### src/rtl/scan_sync_pkg.sv
package scan_sync_pkg;

  // Fixed strobe lead distances in pixel periods (not configurable).
  localparam int unsigned LEAD_LINE  = 44;
  localparam int unsigned LEAD_FRAME = 42;
  localparam int unsigned LEAD_STACK = 40;
  localparam int unsigned LEAD_MIN   = LEAD_LINE;

  localparam int unsigned MK_LINE  = 0;
  localparam int unsigned MK_FRAME = 1;
  localparam int unsigned MK_STACK = 2;
  localparam int unsigned MARK_N   = 3;

  function automatic int unsigned mark_lead(input int unsigned idx);
    case (idx)
      MK_LINE:  return LEAD_LINE;
      MK_FRAME: return LEAD_FRAME;
      default:  return LEAD_STACK;
    endcase
  endfunction

endpackage

### src/rtl/scan_geom_latch.sv
module scan_geom_latch
  import scan_sync_pkg::*;
#(
  parameter int unsigned PIX_W  = 10,
  parameter int unsigned LINE_W = 8,
  parameter int unsigned FRM_W  = 6
) (
  input  logic              clk,
  input  logic              rst_n,
  input  logic              start,
  input  logic              idle,
  input  logic [PIX_W-1:0]  cfg_lead,
  input  logic [PIX_W-1:0]  cfg_image,
  input  logic [PIX_W-1:0]  cfg_flyback,
  input  logic [LINE_W-1:0] cfg_lines,
  input  logic [FRM_W-1:0]  cfg_frames,
  output logic              go,
  output logic              cfg_err,
  output logic [PIX_W-1:0]  lead_q,
  output logic [PIX_W-1:0]  image_q,
  output logic [PIX_W-1:0]  fly_q,
  output logic [LINE_W-1:0] lines_q,
  output logic [FRM_W-1:0]  frames_q
);

  localparam logic [PIX_W-1:0] MIN_LEAD = PIX_W'(LEAD_MIN);

  logic              cfg_ok;
  logic              err_d;
  logic [PIX_W-1:0]  lead_d, image_d, fly_d;
  logic [LINE_W-1:0] lines_d;
  logic [FRM_W-1:0]  frames_d;

  always_comb begin
    cfg_ok   = (cfg_lead >= MIN_LEAD) && (cfg_image != '0) &&
               (cfg_lines != '0) && (cfg_frames != '0);
    go       = start & idle & cfg_ok;
    err_d    = cfg_err;
    lead_d   = lead_q;
    image_d  = image_q;
    fly_d    = fly_q;
    lines_d  = lines_q;
    frames_d = frames_q;
    if (start && idle) begin
      err_d = !cfg_ok;
      if (cfg_ok) begin
        lead_d   = cfg_lead;
        image_d  = cfg_image;
        fly_d    = cfg_flyback;
        lines_d  = cfg_lines;
        frames_d = cfg_frames;
      end
    end
  end

  always_ff @(posedge clk or negedge rst_n) begin
    if (!rst_n) begin
      cfg_err  <= 1'b0;
      lead_q   <= '0;
      image_q  <= '0;
      fly_q    <= '0;
      lines_q  <= '0;
      frames_q <= '0;
    end else begin
      cfg_err  <= err_d;
      lead_q   <= lead_d;
      image_q  <= image_d;
      fly_q    <= fly_d;
      lines_q  <= lines_d;
      frames_q <= frames_d;
    end
  end

  a_r3_short_lead_refused: assert property (@(posedge clk) disable iff (!rst_n)
    (start && idle && (cfg_lead < MIN_LEAD)) |=> (cfg_err && idle));

  a_r10_geom_frozen: assert property (@(posedge clk) disable iff (!rst_n)
    !idle |=> ($stable(lead_q) && $stable(image_q) && $stable(fly_q) &&
               $stable(lines_q) && $stable(frames_q)));

endmodule

### src/rtl/scan_pos_counter.sv
module scan_pos_counter #(
  parameter int unsigned PIX_W  = 10,
  parameter int unsigned LINE_W = 8,
  parameter int unsigned FRM_W  = 6,
  localparam int unsigned POS_W = PIX_W + 2
) (
  input  logic              clk,
  input  logic              rst_n,
  input  logic              go,
  input  logic              pix_en,
  input  logic              stop,
  input  logic [PIX_W-1:0]  lead_q,
  input  logic [PIX_W-1:0]  image_q,
  input  logic [PIX_W-1:0]  fly_q,
  input  logic [LINE_W-1:0] lines_q,
  input  logic [FRM_W-1:0]  frames_q,
  output logic              running,
  output logic [POS_W-1:0]  pix_pos,
  output logic [LINE_W-1:0] line_pos,
  output logic [FRM_W-1:0]  frame_pos
);

  logic [POS_W-1:0]  line_last;
  logic              at_eol, last_line, last_frame, halt;
  logic              run_d, stop_q, stop_d;
  logic [POS_W-1:0]  pix_d;
  logic [LINE_W-1:0] line_d;
  logic [FRM_W-1:0]  frame_d;

  always_comb begin
    line_last  = POS_W'(lead_q) + POS_W'(image_q) + POS_W'(fly_q) - POS_W'(1);
    at_eol     = (pix_pos == line_last);
    last_line  = (line_pos == lines_q - LINE_W'(1));
    last_frame = (frame_pos == frames_q - FRM_W'(1));
    halt       = stop_q | stop;
    run_d      = running;
    stop_d     = stop_q;
    pix_d      = pix_pos;
    line_d     = line_pos;
    frame_d    = frame_pos;
    if (go) begin
      run_d   = 1'b1;
      stop_d  = 1'b0;
      pix_d   = '0;
      line_d  = '0;
      frame_d = '0;
    end else if (running) begin
      if (stop) stop_d = 1'b1;
      if (pix_en) begin
        if (at_eol) begin
          pix_d = '0;
          if (halt) begin
            run_d   = 1'b0;
            line_d  = '0;
            frame_d = '0;
          end else if (last_line) begin
            line_d = '0;
            if (last_frame) begin
              run_d   = 1'b0;
              frame_d = '0;
            end else begin
              frame_d = frame_pos + FRM_W'(1);
            end
          end else begin
            line_d = line_pos + LINE_W'(1);
          end
        end else begin
          pix_d = pix_pos + POS_W'(1);
        end
      end
      if (!run_d) stop_d = 1'b0;
    end
  end

  always_ff @(posedge clk or negedge rst_n) begin
    if (!rst_n) begin
      running   <= 1'b0;
      stop_q    <= 1'b0;
      pix_pos   <= '0;
      line_pos  <= '0;
      frame_pos <= '0;
    end else begin
      running   <= run_d;
      stop_q    <= stop_d;
      pix_pos   <= pix_d;
      line_pos  <= line_d;
      frame_pos <= frame_d;
    end
  end

  a_r11_no_midline_end: assert property (@(posedge clk) disable iff (!rst_n)
    (running && !(pix_en && at_eol)) |=> running);

  a_r4_pix_in_line: assert property (@(posedge clk) disable iff (!rst_n)
    running |-> (pix_pos <= line_last));

  a_r4_hold_without_tick: assert property (@(posedge clk) disable iff (!rst_n)
    (running && !pix_en) |=> ($stable(pix_pos) && $stable(line_pos) && $stable(frame_pos)));

endmodule

### src/rtl/scan_mark_decode.sv
module scan_mark_decode
  import scan_sync_pkg::*;
#(
  parameter int unsigned PIX_W  = 10,
  parameter int unsigned LINE_W = 8,
  parameter int unsigned FRM_W  = 6,
  localparam int unsigned POS_W = PIX_W + 2
) (
  input  logic              clk,
  input  logic              rst_n,
  input  logic              pix_en,
  input  logic              running,
  input  logic [POS_W-1:0]  pix_pos,
  input  logic [LINE_W-1:0] line_pos,
  input  logic [FRM_W-1:0]  frame_pos,
  input  logic [PIX_W-1:0]  lead_q,
  input  logic [PIX_W-1:0]  image_q,
  output logic [MARK_N-1:0] marks,
  output logic              grab
);

  logic [MARK_N-1:0] unit_first;
  logic [POS_W-1:0]  img_lo, img_hi;

  always_comb begin
    unit_first[MK_LINE]  = 1'b1;
    unit_first[MK_FRAME] = (line_pos == '0);
    unit_first[MK_STACK] = (line_pos == '0) && (frame_pos == '0);
    img_lo = POS_W'(lead_q);
    img_hi = POS_W'(lead_q) + POS_W'(image_q);
    grab   = running && (pix_pos >= img_lo) && (pix_pos < img_hi);
  end

  for (genvar gi = 0; gi < MARK_N; gi++) begin : g_mark
    localparam logic [POS_W-1:0] OFS = POS_W'(mark_lead(gi));
    logic [POS_W-1:0] target;
    assign target    = POS_W'(lead_q) - OFS;
    assign marks[gi] = running && unit_first[gi] && (pix_pos == target);

    a_r8_one_period: assert property (@(posedge clk) disable iff (!rst_n)
      (marks[gi] && pix_en) |=> !marks[gi]);

    a_r8_held_in_period: assert property (@(posedge clk) disable iff (!rst_n)
      (marks[gi] && !pix_en) |=> marks[gi]);
  end

  a_r8_exclusive: assert property (@(posedge clk) disable iff (!rst_n)
    $onehot0(marks));

  a_r9_no_grab_on_mark: assert property (@(posedge clk) disable iff (!rst_n)
    (marks != '0) |-> !grab);

endmodule

### src/rtl/scan_sync_gen.sv
module scan_sync_gen
  import scan_sync_pkg::*;
#(
  parameter int unsigned PIX_W  = 10,
  parameter int unsigned LINE_W = 8,
  parameter int unsigned FRM_W  = 6,
  localparam int unsigned POS_W = PIX_W + 2
) (
  input  logic              clk,
  input  logic              rst_n,
  input  logic              pix_en,
  input  logic              start,
  input  logic              stop,
  input  logic [PIX_W-1:0]  cfg_lead,
  input  logic [PIX_W-1:0]  cfg_image,
  input  logic [PIX_W-1:0]  cfg_flyback,
  input  logic [LINE_W-1:0] cfg_lines,
  input  logic [FRM_W-1:0]  cfg_frames,
  output logic              line_mark,
  output logic              frame_mark,
  output logic              stack_mark,
  output logic              grab,
  output logic              busy,
  output logic              cfg_err,
  output logic [POS_W-1:0]  pix_pos,
  output logic [LINE_W-1:0] line_pos,
  output logic [FRM_W-1:0]  frame_pos
);

  logic              go, running;
  logic [PIX_W-1:0]  lead_q, image_q, fly_q;
  logic [LINE_W-1:0] lines_q;
  logic [FRM_W-1:0]  frames_q;
  logic [MARK_N-1:0] marks;

  scan_geom_latch #(.PIX_W(PIX_W), .LINE_W(LINE_W), .FRM_W(FRM_W)) u_geom (
    .clk(clk), .rst_n(rst_n), .start(start), .idle(!running),
    .cfg_lead(cfg_lead), .cfg_image(cfg_image), .cfg_flyback(cfg_flyback),
    .cfg_lines(cfg_lines), .cfg_frames(cfg_frames),
    .go(go), .cfg_err(cfg_err), .lead_q(lead_q), .image_q(image_q),
    .fly_q(fly_q), .lines_q(lines_q), .frames_q(frames_q)
  );

  scan_pos_counter #(.PIX_W(PIX_W), .LINE_W(LINE_W), .FRM_W(FRM_W)) u_cnt (
    .clk(clk), .rst_n(rst_n), .go(go), .pix_en(pix_en), .stop(stop),
    .lead_q(lead_q), .image_q(image_q), .fly_q(fly_q),
    .lines_q(lines_q), .frames_q(frames_q),
    .running(running), .pix_pos(pix_pos), .line_pos(line_pos),
    .frame_pos(frame_pos)
  );

  scan_mark_decode #(.PIX_W(PIX_W), .LINE_W(LINE_W), .FRM_W(FRM_W)) u_dec (
    .clk(clk), .rst_n(rst_n), .pix_en(pix_en), .running(running),
    .pix_pos(pix_pos), .line_pos(line_pos), .frame_pos(frame_pos),
    .lead_q(lead_q), .image_q(image_q), .marks(marks), .grab(grab)
  );

  assign line_mark  = marks[MK_LINE];
  assign frame_mark = marks[MK_FRAME];
  assign stack_mark = marks[MK_STACK];
  assign busy       = running;

  a_r12_busy_start_ignored: assert property (@(posedge clk) disable iff (!rst_n)
    (running && start && !pix_en) |=> ($stable(pix_pos) && $stable(cfg_err)));

endmodule

### config.mk
export PLATFORM = sky130hd
export DESIGN_NAME = scan_sync_gen
export DESIGN_NICKNAME = d
export VERILOG_FILES = /design/src/rtl/scan_sync_pkg.sv /design/src/rtl/scan_geom_latch.sv /design/src/rtl/scan_pos_counter.sv /design/src/rtl/scan_mark_decode.sv /design/src/rtl/scan_sync_gen.sv
export SDC_FILE = /design/constraint.sdc
export NUM_CORES = 1
export LEC_CHECK = 0
export ABC_AREA = 0
export ABC_CLOCK_PERIOD_IN_PS = 5100
export BUFFER_PORTS_ARGS = -buffer_cell sky130_fd_sc_hd__buf_4
export CORE_MARGIN = 2
export CORE_UTILIZATION = 55
export CTS_CLUSTER_SIZE = 14
export DETAILED_ROUTE_END_ITERATION = 16
export GPL_TIMING_DRIVEN = 0
export PLACE_DENSITY = 0.77
export SYNTH_ARGS = -nofsm -noshare
export SYNTH_HDL_FRONTEND = slang
export SYNTH_SLANG_ARGS = --single-unit
### constraint.sdc
create_clock -name clk -period 5.1 [get_ports clk]
set_clock_uncertainty 0.2 [all_clocks]
set_input_delay 0.255 -clock clk [delete_from_list [all_inputs] [get_ports clk]]
set_output_delay 0.255 -clock clk [all_outputs]
set_load 0.1 [all_outputs]
* Word level (Yosys, flattened, before mapping)
Index checks and enable logic that the tools add are counted.
** Operators by class
- Add/subtract/negate cells :: 11
- Magnitude comparators :: 3
- Equality and inequality tests :: 7
- Mux-type cells :: 30
- Bitwise logic cells :: 3
- Reduce and logical (&&, ||, !) cells :: 28
** Operator list (number)
- $eq 12x12->1 :: 4
- $mux 12 :: 4
- $mux 8 :: 6
- $mux 6 :: 7
- $sub 10x6->11 const B :: 3
- $mux 1 :: 13
- $add 12x1->12 const B :: 1
- $add 12x10->12 :: 1
- $ge 12x10->1 :: 1
- $logic_and 1x1->1 :: 12
- $lt 12x12->1 :: 1
- $sub 12x1->12 const B :: 1
- $add 10x10->11 :: 1
- $ge 10x6->1 const B :: 1
- $reduce_bool 10->1 :: 1
- $add 8x1->8 const B :: 1
- $eq 8x8->1 :: 1
- $logic_not 8->1 :: 1
- $reduce_bool 8->1 :: 1
- $sub 8x1->8 const B :: 1
- $add 6x1->6 const B :: 1
- $eq 6x6->1 :: 1
- $logic_not 6->1 :: 1
- $reduce_and 2->1 :: 3
- 10 further kinds :: 14
** Word-level totals
- Register bits :: 73
- Input bits :: 49
- Logic and storage cells :: 93

* Depth between registers and ports, before layout
Gate-level depths: netlist of run 1.
- Word-level depth :: 12
- Mapped depth :: 19
- Mapped depth without buffers :: 18

* Modules after synthesis
From an unflattened synthesis of run 1, not the netlist that was laid out.
** Second synthesis, totals
- Cells, all modules :: 664
- Area total of the unflattened synthesis :: 6286.0 sq um
** By module, submodules not included
- scan_pos_counter :: instances 1, cells each 354, area an instance 2976.6 sq um, seq. area each 700.7 sq um
- scan_geom_latch :: instances 1, cells each 112, area an instance 1783.0 sq um, seq. area each 1126.1 sq um
- scan_mark_decode :: instances 1, cells each 197, area an instance 1522.7 sq um, seq. area each 0.0 sq um
- scan_sync_gen :: instances 1, cells each 1, area an instance 3.8 sq um, seq. area each 0.0 sq um

* Worst setup path after synthesis of run 1
Ideal clock, no wire load.
- Kind :: register -> output
- From :: reg u_cnt.pix_pos[7]
- To :: out frame_mark
- Arrival :: 4986 ps
- Data required time :: 4645 ps
- Setup slack :: -341 ps
- Stages on the path, launching flop included :: 9
- Path buffers :: 1
- Cell sequence :: dfrtp_1 -> clkbuf_1 -> xor2_1 -> xor2_1 -> nor2_1 -> o21ai_0 -> o41ai_1 -> a22oi_1 -> nor4_1
** On the way
- Cells in the longest elaborated chain, start to end :: 2
** RTL lines
- start, declared :: line scan_pos_counter.sv:18 : output logic [POS_W-1:0] pix_pos,
- start signal, assigned :: line scan_pos_counter.sv:85 : pix_pos <= pix_d;
- $eq 12x12->1 :: line scan_mark_decode.sv:38 : assign marks[gi] = running && unit_first[gi] && (pix_pos == target);
- $logic_and 1x1->1 :: line scan_mark_decode.sv:38
- end, declared :: line scan_sync_gen.sv:20 : output logic frame_mark,
Every way passes these cells.

* Worst setup path after layout of run 1
- From :: reg u_geom.lead_q[0]
- To :: reg u_cnt.frame_pos[4]
** On the way
- Cells in the longest elaborated chain, start to end :: 6
** RTL lines
- start, declared :: line scan_geom_latch.sv:19 : output logic [PIX_W-1:0] lead_q,
- start signal, assigned :: line scan_geom_latch.sv:66 : lead_q <= lead_d;
- $add 10x10->11 :: line scan_pos_counter.sv:31 : line_last = POS_W'(lead_q) + POS_W'(image_q) + POS_W'(fly_q) - POS_W'(1);
- $add 12x10->12 :: line scan_pos_counter.sv:31
- $sub 12x1->12 :: line scan_pos_counter.sv:31
- $eq 12x12->1 :: line scan_pos_counter.sv:32 : at_eol = (pix_pos == line_last);
- $reduce_bool 2->1 (no line)
- $reduce_and 4->1 (no line)
- end signal, assigned :: line scan_pos_counter.sv:87 : frame_pos <= frame_d;
- end, declared :: line scan_pos_counter.sv:20 : output logic [FRM_W-1:0] frame_pos
Every way passes these cells.
A chain may end at the register's enable or synchronous reset.

==> metrics.md, run 1 <==
| Metric | Value |
|---|---|
| Status | complete, no violations |
| Total die area | about 12000 um^2 |
| Drt drc | 0 |
| Post-layout net count | 994 |
| Via density | between 6 and 7 |
| Layout cells sized above 1 | approximately 17% |
| Worst path slowest cell | or4_4 |
| Worst hold-check path type | input port to flop |
| Number of global-route vias before repair | 6110 |
| RePlAce Congestion | about 0.89 |
| Synth area leaders | dfrtp_1 (30%), ha_1 (11%), nand2_1 (8.5%) |
| Required @ worst endpoint | slightly above 5000 ps |
| Fill count | 875 |
| Main synth FF type | dfrtp_1 |
| Reg clk slew, reported paths | 80 ps |
| CTS tree | built |
| Htree depth | 3 |
| IO Count | between 80 and 90 |
| Buf/Inv on CP | 3 |
| Dominant cell type by area after synthesis | dfrtp_1 |
| Multi-input logic area | slightly above 4000 um^2 |
| Worst-skew pair later-pin latency | roughly 370 ps |
| Top-count cell post-synth | nand2_1 |
| Hpwl dp | around 14000 um |
| CTS Buf Count | 9 |
| Grt total ovfl | 0 |
| Slew headroom | between 30% and 40% |
| Seq/Total Area, Yosys | between 20% and 30% |
| Mapped cell area | around 6100 um^2 |
| Worst-path cell chain | ha_2, inv_1, fa_2, nand2b_4, nand2b_1, a21oi_1, xnor2_1, ha_2, inv_1, ha_4, a21o_1, or4_4, o221a_2, a211oi_2, xor2_2, or4_4, buf_8, o311ai_4, o31ai_2 |
| Synth top cells by count | nand2_1 (138), dfrtp_1 (73), ha_1 (52), inv_1 (50), o21ai_0 (46) |
| Max-cap viol count | 0 |
| CTS Buffer Depth | 2 |
| CP Capture Type | flop |
| Starting Density | 56.2% |
| CP top delay family | simple AND/OR/NAND/NOR gates |
| Pin slew with the least headroom to its limit | 979 ps |
| Post-DRT Antenna Nets | 0 |
| DR WL/cell | 18.8 um |
| Largest net degree at the start of global routing | 74 |
| Cell Count, Final, Fillers Out | 1036 |
| #FFs+latches synth | between 70 and 80 |
| First-pass GRT wire length | 30400 um |
| Crit Path Max Fanout | 6 |
| Fraction of registers with async set/reset | 100% |
| Max incr delay on CP | 640 ps |
| CP Class | flop to flop |
| Core footprint | roughly 11000 um^2 |
| Number of placement rows | 38 |
| GRT Total Usage | about a third |
| CTS Root Cell | clkbuf_8 |
| Initial antenna violation count | 0 |
| Worst setup SP type | flop |
| Mean Syn Cell Area | 8.14 um^2 |
| WP data arrival | 5000 ps |
| Max Slew Vio Count | 0 |
| Port Buffers | 80 |
| Final period utilization | 97.2% |
| Layout area overhead | 26.6% |
| Post-Synthesis Cells | around 750 |
| Setup-failing EPs final | 0 |
| Die W | approximately 110 um |
| Synthesized net count | ~850 |
| Post-synth EDFFs | 0 |
| Via count | between 6000 and 7000 |
| # diodes | 0 |
| Netlist cell types | 72 |
| Dpl cells | just under 1000 |
| DR iter-0 viols | ~530 |
| Syn. warnings | 0 |
| Final worst path period need | roughly 5000 ps |
| Fin. Hold Viols | 0 |
| WL final | around 19000 um |
| Drt pass-1 iters | 5 |
| Post-synth top area share | between 20% and 30% |
| Sequential cell area | roughly 1800 um^2 |
| Max Clock Freq | slightly above 200 MHz |
| Die height | roughly 110 um |
| Clk sinks | 73 |
[area by class of cell]
type	count	share of cell area, %
inverters	50	2.43
repair buffers	132	14.5
clock buffers	13	2.06
clock inverters	3	0.195
well taps	140	2.27
plain buffers	28	1.66
flip-flops and latches	73	23.7
multi-input cells	597	53.1
[per-layer routing]
metal,up-vias,global-route usage (%),wire (um)
met5,-,0,0
met4,0,15.4,693
met3,47,4.00,942
met2,231,57.9,9740
met1,3045,41.3,8070
li1,2895,-,-
[timing repair]
action                                 4_1_cts  5_1_grt
gates cloned                                 0        1
resized for setup                            4       23
setup endpoints to repair                   14       24
setup buffers                                0        6
pin swaps                                    0        8
endpoints found under the hold margin      117        0
hold buffers                                45        0
[final timing paths]
path,startpoint,endpoint,slack [ps],depth (start not counted)
setup / recovery,u_geom.lead_q[0],u_cnt.frame_pos[4],140,19
setup reg to reg,u_geom.lead_q[0],u_cnt.frame_pos[4],140,19
min in group asynchronous,rst_n,u_geom.frames_q[5],370,2
max in group asynchronous,rst_n,u_geom.lead_q[3],3650,2
hold reg to reg,u_geom.image_q[5],u_geom.image_q[5],290,2
hold / removal,stop,u_cnt.stop_q,40,3
[through the flow]
| step | setup TNS [ps] | cell area [um^2] | util [%] | worst slack, ps | hold slack [ps] |
|---|---|---|---|---|---|
| after floorplan | 0 | 6100 | - | 189 | -241 |
| after CTS | 0 | 7530 | 69.4 | 16.1 | 32.3 |
| after detailed placement | -1210 | 6870 | 63.4 | -187 | 251 |
| final | 0 | 7710 | 71.1 | 144 | 40.4 |
| after global routing | -225 | 7710 | 71.1 | -63.8 | 45.1 |
| after global placement | -482 | 6870 | 63.4 | -113 | 245 |
[worst min-delay path: cells and delay by family]
| kind | cells | cell delay (ps) |
|---|---|---|
| buffers and inverters | 1 | 120 |
| AO/OA/AOI/OAI | 2 | 200 |
[registers in the layout, summed over array words and instances (netlist names)]
name,count
u_geom.image_q,10
u_cnt.frame_pos,6
u_cnt.stop_q,1
u_geom.cfg_err,1
u_geom.lead_q,10
u_geom.fly_q,10
u_geom.lines_q,8
u_cnt.line_pos,8
u_cnt.running,1
u_geom.frames_q,6
u_cnt.pix_pos,12
[kinds of logic after synthesis]
kind of cell	Yosys count	synth area share, %
AOI/OAI and AO/OA	160	17.6
adders and majority gates	55	11.5
xor gates and xnor gates	73	10.5
muxes	1	0.164
and+or+nand+nor	308	25.1
buffers and inverters	78	5.12
DFF	73	30.0
[layout by cell type (no fill, tap or decap), types with 29 or more instances in the layout]
cell and instances:
inv_1 50, dlygate4sd3_1 45, xnor2_1 40, xor2_1 29
nor2_1 30, ha_1 47, dfrtp_1 72, buf_4 86
nand2_1 138, a21oi_1 29, o21ai_0 45
Power of run 1 is not shown: default switching activity piles up to over one toggle a cycle in this logic, so the estimate is an artifact.
==> run 2, diff against run 1 <==
--- a/config.mk
+++ b/config.mk
@@ -7,8 +7,9 @@
 export LEC_CHECK = 0
 export ABC_AREA = 0
 export ABC_CLOCK_PERIOD_IN_PS = 5100
-export BUFFER_PORTS_ARGS = -buffer_cell sky130_fd_sc_hd__buf_4
-export CORE_MARGIN = 2
+export BUFFER_PORTS_ARGS = -buffer_cell sky130_fd_sc_hd__buf_2
+export CORE_ASPECT_RATIO = 0.75
+export CORE_MARGIN = 5
 export CORE_UTILIZATION = 55
 export CTS_CLUSTER_SIZE = 14
 export DETAILED_ROUTE_END_ITERATION = 16
==> metrics.md, run 2 (synthesis results as in run 1) <==
| Metric | Value |
|---|---|
| Layout area overhead | 25.7% |
| Fill count | 861 (-1.6%) |
| DP Area | 6700 um^2 (-2.6%) |
| Max-cap viol count | 0 (unchanged) |
| # diodes | 0 (unchanged) |
| Max Slew Vio Count | 0 (unchanged) |
| Post-layout net count | 997 (+0.30%) |
| Multi-input logic area | 4100 um^2 (about the same) |
| Via density | 6.01 (+0.18%) |
| RePlAce Congestion | 0.937 (+5.3%) |
| Drt drc | 0 (unchanged) |
| Fin Hold WS | 19.4 ps (-21.0 ps) |
| Port Buffers | 80 (unchanged) |
| Reg clk slew, reported paths | 60 ps (-20 ps) |
| Cell Count, Final, Fillers Out | 1038 (+0.19%) |
| Via count | 6241 (+0.37%) |
| Largest net degree at the start of global routing | 39 (-47%) |
| DR iter-0 viols | 500 (-5.5%) |
| Die W | 132 um (+20%) |
| Core footprint | 10900 um^2 (+0.55%) |
| Crit Path Max Fanout | 10 (+4) |
| WL final | 19400 um (-0.38%) |
| Flop2flop setup slack | 90 ps (-50 ps) |
| Worst setup SP type | flop |
| Worst hold-check path type | input port to flop |
| Biggest register | u_cnt.pix_pos |
| CTS Buffer Depth | 2 (unchanged) |
| Sequential cell area | 1830 um^2 (unchanged) |
| WP data arrival | 5030 ps (+30 ps) |
| Dpl cells | 969 (+0.10%) |
| Slew headroom | 40.8% (+6.7 points) |
| Max reg flops | 12 (unchanged) |
| Status | complete, no violations |
| Number of global-route vias before repair | 6065 (-0.74%) |
| Required @ worst endpoint | 5120 ps (-30 ps) |
| CTS Buf Count | 9 (unchanged) |
| Setup-failing EPs final | 0 (unchanged) |
| R2r startpoint | u_geom.lead_q[6] |
| Htree depth | 3 (unchanged) |
| R2r worst-path depth | 15 (-4) |
| Max Clock Freq | 200 MHz (-1.1%) |
| First-pass GRT wire length | 30800 um (+1.0%) |
| Drt pass-1 iters | 6 (+1) |
| Initial antenna violation count | 0 (unchanged) |
| Clk sinks | 73 (unchanged) |
| Worst r2r dst | u_cnt.frame_pos[4] |
| Post-DRT Antenna Nets | 0 (unchanged) |
| Setup crit start | u_geom.lead_q[6] |
| Max incr delay on CP | 600 ps (-40 ps) |
| Critical Path Sink | u_cnt.frame_pos[4] |
| Die height | 101 um (-7.4%) |
| Worst path slowest cell | or4_4 |
| Total die area | 13300 um^2 (+11%) |
| IO Count | 81 (unchanged) |
| Final period utilization | 98.2% (+1.1 points) |
| CP Class | flop to flop |
| Starting Density | 55.9% (-0.31 points) |
| CTS Root Cell | clkbuf_16 |
| Post-route cell area | 7660 um^2 (-0.68%) |
| CTS tree | built |
| Most frequent cells in the layout | nand2_1 (138), buf_2 (82), dfrtp_1 (72) |
| Number of placement rows | 33 (-13%) |
| Fin. Hold Viols | 0 (unchanged) |
| Worst-skew pair later-pin latency | 340 ps (-30 ps) |
| Final worst path period need | 5010 ps (+53.9 ps) |
| DR WL/cell | 18.7 um (-0.57%) |
| Worst path depth | 15 (-4) |
| CP Capture Type | flop |
| Layout cells sized above 1 | 17.0% (+0.41 points) |
| Pin slew with the least headroom to its limit | 882 ps (-97.2 ps) |
| Hpwl dp | 14400 um (+2.9%) |
| Setup TNS | 0 ps (unchanged) |
| Buf/Inv on CP | 1 (-2) |
| Grt total ovfl | 0 (unchanged) |
| CP top delay family | simple AND/OR/NAND/NOR gates |
| Commonest non-fill, non-tap cell in the layout | nand2_1 |
| RSZ-0062 raised after global routing | no |
| GRT Total Usage | 28.9% (-4.5 points) |
| Worst-path cell chain | ha_1, or3_1, or2_0, o22ai_2, xor2_2, xor2_1, ha_2, or4_4, o221a_2, a211oi_2, xor2_2, or4_4, buf_6, o311ai_4, o31ai_2 |
-- run 2: cell count changes in the layout (fill, tap and decap cells not counted), sizes merged --
cell | before | now
buf | 93 | 98
clkinv | 3 | 1
inv | 50 | 51
dlygate4sd3 | 45 | 44
clkinvlp | 0 | 1
clkbuf | 35 | 32
bufinv | 0 | 1
-- run 2: cell type report --
type,instances,share of cell area [%]
Sequential cell,73,23.9
Tap cell,140,2.29
Timing Repair Buffer,135,12.3
Inverter,50,2.45
Buffer,28,1.62
Clock inverter,4,0.670
Multi-Input combinational cell,597,53.6
Clock buffer,11,3.30
-- run 2: how the worst min path moves through the flow --
stage                      from            endpoint  slack [ps]  cells past startpoint
finish              cfg_lead[7]    u_geom.lead_q[7]          20                      3
global route        cfg_lead[7]    u_geom.lead_q[7]          20                      3
CTS                 cfg_lead[7]    u_geom.lead_q[7]           7                      3
detailed placement        rst_n   u_geom.image_q[2]          60                      1
global placement    cfg_lead[0]    u_geom.lead_q[0]         250                      3
floorplan                 rst_n  u_cnt.frame_pos[0]        -240                      0
-- run 2: layer usage --
metal	wire length, um	GRT usage (%)
met4	309	7.91
met2	9010	48.0
met1	8520	38.8
met5	0	0
met3	1520	6.01
-- run 2: worst register-to-register path: cells and delay by family (launching register included) --
kind / cells / cell delay (ps)
adders and majority gates: 2 / 470
and+or+nand+nor: 4 / 1830
buffers and inverters: 1 / 180
AOI/OAI and AO/OA: 5 / 1240
xor gates and xnor gates: 3 / 600
DFF: 1 / 380
-- run 2: metrics by stage --
step | utilization (%) | setup WS, ps
global route | 70.3 | 5.83
global placement | 61.2 | -46.8
finish | 70.3 | 90.5
floorplan | - | 189
CTS | 68.7 | -28.4
detailed placement | 61.4 | -131
-- run 2: what timing repair did --
action / in CTS / in global routing
hold buffers: 44 / 0
endpoints found under the hold margin: 80 / 0
pin swaps: 1 / 8
endpoints found under the setup margin: 14 / 23
buffers inserted: 1 / 9
gates resized for setup: 5 / 21
Power of run 2 is left out for the same reason.
